`config.mk`:
```
export PLATFORM = sky130hd
export DESIGN_NAME = cx_xfer_chain
export DESIGN_NICKNAME = d
export VERILOG_FILES = /design/src/rtl/cx_xfer_pkg.sv /design/src/rtl/cx_buffer_bank.sv /design/src/rtl/cx_sequencer.sv /design/src/rtl/cx_duty_pipe.sv /design/src/rtl/cx_xfer_chain.sv
export SDC_FILE = /design/constraint.sdc
export NUM_CORES = 1
export LEC_CHECK = 0
export ABC_AREA = 1
export BUFFER_PORTS_ARGS = -buffer_cell sky130_fd_sc_hd__buf_2
export CELL_PAD_IN_SITES_DETAIL_PLACEMENT = 1
export CELL_PAD_IN_SITES_GLOBAL_PLACEMENT = 1
export CORE_MARGIN = 10
export CORE_UTILIZATION = 43
export DETAILED_ROUTE_END_ITERATION = 10
export MAX_ROUTING_LAYER = met4
export PLACE_DENSITY = 0.85
export SYNTH_ARGS = -nofsm -noshare
export SYNTH_HDL_FRONTEND = slang
export SYNTH_SLANG_ARGS = --single-unit
```
`constraint.sdc`:
```
create_clock -name clk -period 2.7 [get_ports clk]
set_input_delay 0.81 -clock clk [delete_from_list [all_inputs] [get_ports clk]]
set_output_delay 0.81 -clock clk [all_outputs]
set_load 0.01 [all_outputs]
```
`src/rtl/cx_xfer_pkg.sv`:
```
package cx_xfer_pkg;

    // Sequencer state: a holding-stage load is due, and a committed group waits for an event.
    typedef struct packed {
        logic load;
        logic pend;
    } cx_seq_t;

    function automatic logic cx_is_event(input logic pk, input logic vl);
        return pk | vl;
    endfunction

endpackage

```
`src/rtl/cx_buffer_bank.sv`:
```
module cx_buffer_bank #(
    parameter int DW  = 16,
    parameter int NPH = 3,
    parameter int AW  = 4,
    parameter logic [DW-1:0] INIT_DUTY  = '0,
    parameter logic [DW-1:0] INIT_LIMIT = '0,
    parameter logic [DW-1:0] INIT_HALF  = '0
) (
    input  logic              clk,
    input  logic              rst_n,
    input  logic              wr_en,
    input  logic [AW-1:0]     wr_addr,
    input  logic [DW-1:0]     wr_data,
    output logic [NPH*DW-1:0] duty_buf,
    output logic [DW-1:0]     lim_buf,
    output logic [DW-1:0]     half_buf,
    output logic              commit
);
    localparam int COMMIT_ADDR = NPH - 1;
    localparam int LIM_ADDR    = NPH;
    localparam int HALF_ADDR   = NPH + 1;

    typedef struct packed {
        logic [NPH-1:0][DW-1:0] duty;
        logic [DW-1:0]          lim;
        logic [DW-1:0]          half;
    } bank_t;

    bank_t bank_d, bank_q;

    always_comb begin
        bank_d = bank_q;
        if (wr_en) begin
            for (int p = 0; p < NPH; p++) begin
                if (wr_addr == AW'(p)) bank_d.duty[p] = wr_data;
            end
            if (wr_addr == AW'(LIM_ADDR))  bank_d.lim  = wr_data;
            if (wr_addr == AW'(HALF_ADDR)) bank_d.half = wr_data;
        end
    end

    always_ff @(posedge clk or negedge rst_n) begin
        if (!rst_n) begin
            bank_q.duty <= {NPH{INIT_DUTY}};
            bank_q.lim  <= INIT_LIMIT;
            bank_q.half <= INIT_HALF;
        end else begin
            bank_q <= bank_d;
        end
    end

    assign duty_buf = bank_q.duty;
    assign lim_buf  = bank_q.lim;
    assign half_buf = bank_q.half;
    assign commit   = wr_en && (wr_addr == AW'(COMMIT_ADDR));

    AST_BUF_ONLY_ON_WRITE: assert property (@(posedge clk) disable iff (!rst_n)
        (bank_q != $past(bank_q)) |-> $past(wr_en));

endmodule

```
`src/rtl/cx_sequencer.sv`:
```
module cx_sequencer
    import cx_xfer_pkg::*;
(
    input  logic clk,
    input  logic rst_n,
    input  logic commit,
    input  logic evt,
    output logic load,
    output logic xfer
);
    cx_seq_t seq_d, seq_q;

    always_comb begin
        seq_d      = seq_q;
        seq_d.load = commit;
        if (seq_q.load)  seq_d.pend = 1'b1;
        else if (evt)    seq_d.pend = 1'b0;
    end

    always_ff @(posedge clk or negedge rst_n) begin
        if (!rst_n) seq_q <= '0;
        else        seq_q <= seq_d;
    end

    assign load = seq_q.load;
    assign xfer = seq_q.pend & evt;

    AST_NO_REPEAT_XFER: assert property (@(posedge clk) disable iff (!rst_n)
        ($past(xfer) && !$past(load)) |-> !xfer);

endmodule

```
`src/rtl/cx_duty_pipe.sv`:
```
module cx_duty_pipe #(
    parameter int DW = 16,
    parameter logic [DW-1:0] INIT_DUTY = '0
) (
    input  logic          clk,
    input  logic          rst_n,
    input  logic [DW-1:0] buf_val,
    input  logic          load,
    input  logic          xfer,
    output logic [DW-1:0] act
);
    typedef struct packed {
        logic [DW-1:0] hold;
        logic [DW-1:0] act;
    } pipe_t;

    pipe_t pipe_d, pipe_q;

    always_comb begin
        pipe_d = pipe_q;
        if (load) pipe_d.hold = buf_val;
        if (xfer) pipe_d.act  = pipe_q.hold;
    end

    always_ff @(posedge clk or negedge rst_n) begin
        if (!rst_n) begin
            pipe_q.hold <= INIT_DUTY;
            pipe_q.act  <= INIT_DUTY;
        end else begin
            pipe_q <= pipe_d;
        end
    end

    assign act = pipe_q.act;

    AST_HOLD_ONLY_ON_LOAD: assert property (@(posedge clk) disable iff (!rst_n)
        (pipe_q.hold != $past(pipe_q.hold)) |-> $past(load));

    AST_ACT_ONLY_ON_XFER: assert property (@(posedge clk) disable iff (!rst_n)
        (pipe_q.act != $past(pipe_q.act)) |-> ($past(xfer) && pipe_q.act == $past(pipe_q.hold)));

endmodule

```
`src/rtl/cx_xfer_chain.sv`:
```
module cx_xfer_chain
    import cx_xfer_pkg::*;
#(
    parameter int DW  = 16,
    parameter int NPH = 3,
    parameter int AW  = 4,
    parameter logic [DW-1:0] INIT_DUTY  = DW'(100),
    parameter logic [DW-1:0] INIT_LIMIT = DW'(220),
    parameter logic [DW-1:0] INIT_HALF  = DW'(200)
) (
    input  logic              clk,
    input  logic              rst_n,
    input  logic              wr_en,
    input  logic [AW-1:0]     wr_addr,
    input  logic [DW-1:0]     wr_data,
    input  logic [AW-1:0]     rd_addr,
    output logic [DW-1:0]     rd_data,
    input  logic              crest,
    input  logic              trough,
    output logic [NPH*DW-1:0] act_duty,
    output logic [DW-1:0]     act_limit,
    output logic [DW-1:0]     act_half
);
    localparam int ACT_BASE   = 2 ** (AW - 1);
    localparam int LIM_ADDR   = NPH;
    localparam int HALF_ADDR  = NPH + 1;
    localparam int ALIM_ADDR  = ACT_BASE + NPH;
    localparam int AHALF_ADDR = ACT_BASE + NPH + 1;

    logic [NPH*DW-1:0] duty_buf;
    logic [DW-1:0]     lim_buf, half_buf;
    logic              commit, load, xfer, evt;

    assign evt = cx_is_event(crest, trough);

    cx_buffer_bank #(
        .DW(DW), .NPH(NPH), .AW(AW),
        .INIT_DUTY(INIT_DUTY), .INIT_LIMIT(INIT_LIMIT), .INIT_HALF(INIT_HALF)
    ) i_bank (
        .clk(clk), .rst_n(rst_n), .wr_en(wr_en), .wr_addr(wr_addr), .wr_data(wr_data),
        .duty_buf(duty_buf), .lim_buf(lim_buf), .half_buf(half_buf), .commit(commit)
    );

    cx_sequencer i_seq (
        .clk(clk), .rst_n(rst_n), .commit(commit), .evt(evt), .load(load), .xfer(xfer)
    );

    for (genvar p = 0; p < NPH; p++) begin : g_phase
        cx_duty_pipe #(.DW(DW), .INIT_DUTY(INIT_DUTY)) i_pipe (
            .clk(clk), .rst_n(rst_n),
            .buf_val(duty_buf[p*DW +: DW]),
            .load(load), .xfer(xfer),
            .act(act_duty[p*DW +: DW])
        );
    end

    // Period values: copied straight from their buffers at every carrier event.
    typedef struct packed {
        logic [DW-1:0] lim;
        logic [DW-1:0] half;
    } per_t;

    per_t per_d, per_q;

    always_comb begin
        per_d = per_q;
        if (evt) begin
            per_d.lim  = lim_buf;
            per_d.half = half_buf;
        end
    end

    always_ff @(posedge clk or negedge rst_n) begin
        if (!rst_n) begin
            per_q.lim  <= INIT_LIMIT;
            per_q.half <= INIT_HALF;
        end else begin
            per_q <= per_d;
        end
    end

    assign act_limit = per_q.lim;
    assign act_half  = per_q.half;

    always_comb begin
        rd_data = '0;
        for (int p = 0; p < NPH; p++) begin
            if (rd_addr == AW'(p))            rd_data = duty_buf[p*DW +: DW];
            if (rd_addr == AW'(ACT_BASE + p)) rd_data = act_duty[p*DW +: DW];
        end
        if (rd_addr == AW'(LIM_ADDR))   rd_data = lim_buf;
        if (rd_addr == AW'(HALF_ADDR))  rd_data = half_buf;
        if (rd_addr == AW'(ALIM_ADDR))  rd_data = per_q.lim;
        if (rd_addr == AW'(AHALF_ADDR)) rd_data = per_q.half;
    end

    AST_PERIOD_ONLY_AT_EVENT: assert property (@(posedge clk) disable iff (!rst_n)
        (per_q != $past(per_q)) |-> $past(crest || trough));

    AST_DUTY_ONLY_AT_EVENT: assert property (@(posedge clk) disable iff (!rst_n)
        (act_duty != $past(act_duty)) |-> $past(crest || trough));

endmodule

```
==> metrics.yaml, run 1 <==
rrSetupSlack_ns: 1.18
p_leak_nw: 5.48
netlist.area_leader.share_pct: 44.4
layout_min_cycle_time_ns: 2.91
finalWeightedCongestion: 0.825
clock_sinks: 210
area_delta_synth_final_pct: 20.2
drt-met1-wl_mm: 12.3
hold_path.class: "input port to async pin"
seqPwrFrac_pct: 48.6
core_um2: 21700
maxSlewViolCount: 0
synth_area_um2: 9410
syn_inst: 1114
synth.most_common_cell: "nand2_1"
criticalPathCategory: "input port to output pin"
drt_iter0_drc: 602
wl_per_cell_um: 20.3
route.met2.wl_mm: 16.0
drtAntennaViolNets: 0
dr_wl_met3_mm: 1.37
yosysTopAreaCell: "dfrtp_1"
synthDistinctLibCells: 24
avgSynthCellArea_um2: 8.44
report.power.total_mw: 8.90
rows: 54
finalHoldViolCount: 0
rsz0062_at_grt: "yes"
fmax_ghz: 0.344
grt_pass1_vias: 8716
crit_required_ns: 1.89
place_hpwl_mm: 19.8
synth_edf_count: 0
r2r-start: "i_seq.load"
p_comb_share_pct: 16.1
postLayoutSetupSlackWorst_ns: -0.206
cts-root-buf: "clkbuf_16"
violations: "negative setup slack"
worst_pin_slew_ns: 0.964
pwr-share-clk_pct: 35.3
grt_max_degree: 98
p_per_area_nw_per_um2: 787
wirelength_mm: 30.6
synthFlopType: "dfrtp_1"
vias_per_cell: 5.35
synth_fp_nets: 1143
insertion_delay_ns: 0.51
p_int_mw: 6.28
crit_path_max_fanout: 8
p_sw_share_pct: 29.4
drive_above_1_share_pct: 23.4
antenna_found_initial: 0
endpoint_kind: "output pin"
critPathArrivalTime_ns: 2.10
overflow: 0
grt_pass1_wl_mm: 48.4
ys_ff_latch: 210
start_kind: "input port"
fin_crit_sh_pct: 108
setup_viol: 16
cts_buffer_depth: 3
fp.dieH_um: 168
timing.rr.end: "g_phase[1].i_pipe.pipe_q[16]"
p_switching_mw: 2.62
initial_utilization_pct: 43.4
tns_ns: -2.70
yosys_warnings: 0
die_w_um: 168
outcome: "complete, but fails checks"
drtPass1Iterations: 5
cts_buffers: 23
finClkSkew_ns: 0.0136
drv_cap: 0
async_reset_ff_share_pct: 100
slew_headroom_pct: 35.8
reg2regPathDepth: 1
clk_pin_slew_ns: 0.06
yosysSeqAreaShare_pct: 56.4
final_nets: 1240
io_pins: 125
top_layer_used: "met4"
track_usage_pct: 21.7
whs_ns: 0.332
ir_worst_vdd_mv: 0.533
num_vias: 8060
die_area_um2: 28200
synth_commonest_cells: "354 x nand2_1, 180 x o21ai_0, 167 x dfrtp_1"
drcViolationCount: 0
cts_tree: "yes"
htree_levels: 1
antennaDiodeCount: 0
synthTopCellsByArea: "dfrtp_1 44%, nand2_1 14%, dfstp_2 12%"
portBuffers: 124
how the worst max path moves through the flow:
stage               startpoint           to  slack, ns  cells after the start
floorplan           rd_addr[0]  rd_data[10]       0.16                      8
global placement    rd_addr[0]   rd_data[1]      -0.22                     10
detailed placement  rd_addr[3]   rd_data[6]      -0.25                     10
CTS                 rd_addr[0]  rd_data[11]      -0.19                     10
global route        rd_addr[0]  rd_data[15]      -0.25                     10
finish              rd_addr[0]  rd_data[15]      -0.21                     10
repair_timing:
item                       in CTS  in global routing
setup endpoints to repair      16                 16
setup buffers                   9                  1
pin swaps                      15                  7
gates cloned                    2                  0
gates resized for setup        26                 11
hold buffers                    0                  0
through the flow:
step / std cells / setup slack, ns / utilization, % / area (µm²)
finish: 1507 / -0.206 / 52.1 / 11300
global route: 1507 / -0.254 / 52.1 / 11300
CTS: 1506 / -0.189 / 51.9 / 11300
detailed placement: 1454 / -0.247 / 47.3 / 10300
global placement: 1454 / -0.220 / 47.3 / 10300
floorplan: 1114 / 0.163 / - / 9410
power by group through the flow:
stage / Clock, mW / Combinational, mW / Sequential, mW
6_report: 3.14 / 1.43 / 4.33
5_1_grt: 3.30 / 1.62 / 4.40
3_3_place_gp: 0 / 1.31 / 4.32
3_5_place_dp: 0 / 1.39 / 4.36
4_1_cts: 3.17 / 1.46 / 4.31
2_1_floorplan: 0 / 0.869 / 4.24
sequential cells by signal, summed over array words and instances, names as in the netlist:
signal	count
act_limit	16
i_bank.lim_buf	16
g_phase.i_pipe.act	48
i_bank.duty_buf	48
i_seq.load	1
i_seq.seq_q	1
g_phase.i_pipe.pipe_q	48
i_bank.half_buf	16
act_half	16
cells by family (layout without fill, tap and decap cells):
group / after synthesis / count (layout) / synth area share [%]
simple gates: 505 / 505 / 22.6
flops: 210 / 210 / 56.4
buf+inv: 206 / 319 / 10.6
compound gates: 193 / 193 / 10.3
worst max-delay path, cell delays in order:
cell     delay, ns
buf_8         0.11
nor2_4        0.16
buf_12        0.16
inv_1         0.10
nor3_4        0.16
buf_12        0.15
buf_12        0.13
nand2_1       0.05
nand4_1       0.11
buf_2         0.15
cell usage in the layout (no fill, tap or decap):
cell type	Yosys	layout
nand3b_1	1	1
nand3_1	34	29
dfrtp_1	167	166
buf_8	0	4
buf_2	10	119
nor3_4	4	4
clkbuf_16	0	23
nor3_1	1	1
nor2_2	2	12
bufbuf_16	0	1
dfstp_2	43	43
clkbuf_8	0	9
nand4_1	34	34
a21o_1	1	1
buf_12	0	18
buf_4	49	28
nand2_1	354	353
o21ai_1	12	12
nand3_2	1	6
clkbuf_1	38	8
o21ai_0	180	180
nand2_2	1	2
nor2_4	3	5
nor2_1	68	56
buf_6	4	3
buf_16	0	1
inv_1	100	99
bufinv_16	0	1
dfrtp_4	0	1
nand2_4	2	2
inv_2	3	2
clkinv_2	0	1
inv_4	0	2
layout make-up:
cell class,instances,area (µm²)
Clock buffer,39,716
Clock inverter,2,35.0
Sequential cell,210,5310
Timing Repair Buffer,175,1330
Multi-Input combinational cell,698,3170
Tap cell,280,350
Fill cell,2545,10400
Inverter,103,392
layer usage:
metal  vias to the layer above  global-route usage, %
li1                       3680                      -
met1                      4106                   25.4
met2                       222                   38.4
met3                        52                   2.91
met4                         0                   5.75
met5                         -                      -
(Power assumes the default switching activity.)
==> inputs of run 2 (changes only) <==
--- a/config.mk
+++ b/config.mk
@@ -9,11 +9,12 @@
 export BUFFER_PORTS_ARGS = -buffer_cell sky130_fd_sc_hd__buf_2
 export CELL_PAD_IN_SITES_DETAIL_PLACEMENT = 1
 export CELL_PAD_IN_SITES_GLOBAL_PLACEMENT = 1
-export CORE_MARGIN = 10
+export CORE_MARGIN = 2
 export CORE_UTILIZATION = 43
 export DETAILED_ROUTE_END_ITERATION = 10
 export MAX_ROUTING_LAYER = met4
 export PLACE_DENSITY = 0.85
+export REMOVE_ABC_BUFFERS = 1
 export SYNTH_ARGS = -nofsm -noshare
 export SYNTH_HDL_FRONTEND = slang
 export SYNTH_SLANG_ARGS = --single-unit
==> metrics.yaml, run 2 (synthesis results as in run 1) <==
fp.dieH_um: 152
drtAntennaViolNets: 0
cts_buffers: 23
maxSlewViolCount: 0
track_usage_pct: 28.3
vias_per_cell: 5.48
initial_utilization_pct: 43.5
start_kind: "input port"
fin_cells: 1513
fmax_ghz: 0.337
cts-root-buf: "clkbuf_16"
reg2regPathDepth: 3
crit_slowest_cell: "nor2_2"
hold_path.class: "input port to async pin"
htree_levels: 1
grt_max_degree: 73
fin_crit_sh_pct: 110
core_um2: 21600
rrSetupSlack_ns: 1.11
place_ws_ns: -0.520
postLayoutSetupSlackWorst_ns: -0.271
criticalPathCategory: "input port to output pin"
dp_cells: 1457
crit_path_max_fanout: 32
endpoint_kind: "output pin"
finClkSkew_ns: 0.0187
place_hpwl_mm: 18.2
area_delta_synth_final_pct: 22.5
drive_above_1_share_pct: 26.8
p_per_area_nw_per_um2: 796
critPathArrivalTime_ns: 2.16
crit_required_ns: 1.89
final_cell_mix: "333 x nand2_1, 180 x o21ai_0, 166 x dfrtp_1, 119 x buf_2, 98 x inv_1"
antenna_found_initial: 0
overflow: 0
clock_sinks: 210
crit_chain: "buf_8 -> buf_8 -> nor2_4 -> buf_12 -> nand3_1 -> nand2_1 -> nor2_2 -> nand4_1 -> nor2_2 -> nand4_1 -> buf_2"
outcome: "complete, but fails checks"
portBuffers: 124
insertion_delay_ns: 0.51
ir_worst_vdd_mv: 0.382
die_area_um2: 23100
slowest_delay_ns: 0.17
cts_tree: "yes"
antennaDiodeCount: 0
clk_pin_slew_ns: 0.06
io_pins: 125
grt_pass1_vias: 9094
finalHoldViolCount: 0
p_leak_nw: 5.58
violations: "negative setup slack"
setup_viol: 16
drv_cap: 0
num_vias: 8296
tns_ns: -2.68
drcViolationCount: 0
fillCellCount: 2533
finalWeightedCongestion: 0.818
wl_per_cell_um: 20.8
whs_ns: 0.325
final_nets: 1246
grt_pass1_wl_mm: 50.3
wirelength_mm: 31.5
cts_buffer_depth: 3
drtPass1Iterations: 5
rows: 54
slew_headroom_pct: 42.4
worst_pin_slew_ns: 0.865
die_w_um: 152
rsz0062_at_grt: "yes"
timing.rr.end: "g_phase[0].i_pipe.pipe_q[19]"
r2r-start: "i_seq.load"
final_common_cell: "nand2_1"
layout_min_cycle_time_ns: 2.97
drt_iter0_drc: 533
-- run 2: cell types whose count changed in the layout (fill, tap and decap cells not counted), sizes merged, moves of 2 or more --
cell and change:
clkinvlp +3, clkinv +3, bufinv +2, clkbuf -9, buf +7
-- run 2: worst max path at each step --
stage | from | endpoint | slack, ns
floorplan | trough | g_phase[0].i_pipe.act[10] | -1.70
global placement | rd_addr[2] | rd_data[10] | -0.43
detailed placement | rd_addr[2] | rd_data[1] | -0.52
CTS | rd_addr[1] | rd_data[8] | -0.18
global route | rd_addr[3] | rd_data[11] | -0.29
finish | rd_addr[1] | rd_data[14] | -0.27
-- run 2: routing by layer --
layer  up-vias  global-route usage [%]  wire length (µm)
met4         0                    13.4              1570
met3       128                    3.88              1670
li1       3695                       -                 -
met1      4180                    33.3             12700
met5         -                       -                 0
met2       293                    48.2             15600
-- run 2: critical path, delay by kind of cell --
family / cells / cell delay, ns
AND/OR/NAND/NOR: 7 / 0.82
buffers and inverters: 4 / 0.51
-- run 2: cell type report --
class | instances | area (µm²) | share of cell area [%]
Clock buffer | 30 | 674 | 5.85
Timing Repair Buffer | 181 | 1360 | 11.8
Multi-Input combinational cell | 698 | 3300 | 28.6
Tap cell | 280 | 350 | 3.04
Clock inverter | 11 | 139 | 1.21
Sequential cell | 210 | 5310 | 46.1
Inverter | 103 | 392 | 3.40
-- run 2: timing repair --
item / 4_1_cts / 5_1_grt
buffers inserted: 14 / 1
pin swaps: 29 / 27
resized for setup: 66 / 30
hold endpoints to repair: 0 / 0
hold buffers: 0 / 0
cloned: 2 / 0
setup endpoints to repair: 16 / 16
-- run 2: stage by stage --
stage               util [%]  cell area, µm²  power (mW)
detailed placement      47.4           10300        5.68
finish                  53.3           11500        9.17
floorplan                  -            8790        4.94
CTS                     53.0           11500        9.13
global placement        47.4           10300        5.56
global route            53.3           11500        9.59
-- run 2: report_power, final --
group | total (mW) | switching (mW) | internal (mW)
registers | 4.33 | 0.475 | 3.85
clock network | 3.38 | 1.33 | 2.05
logic | 1.47 | 0.923 | 0.545
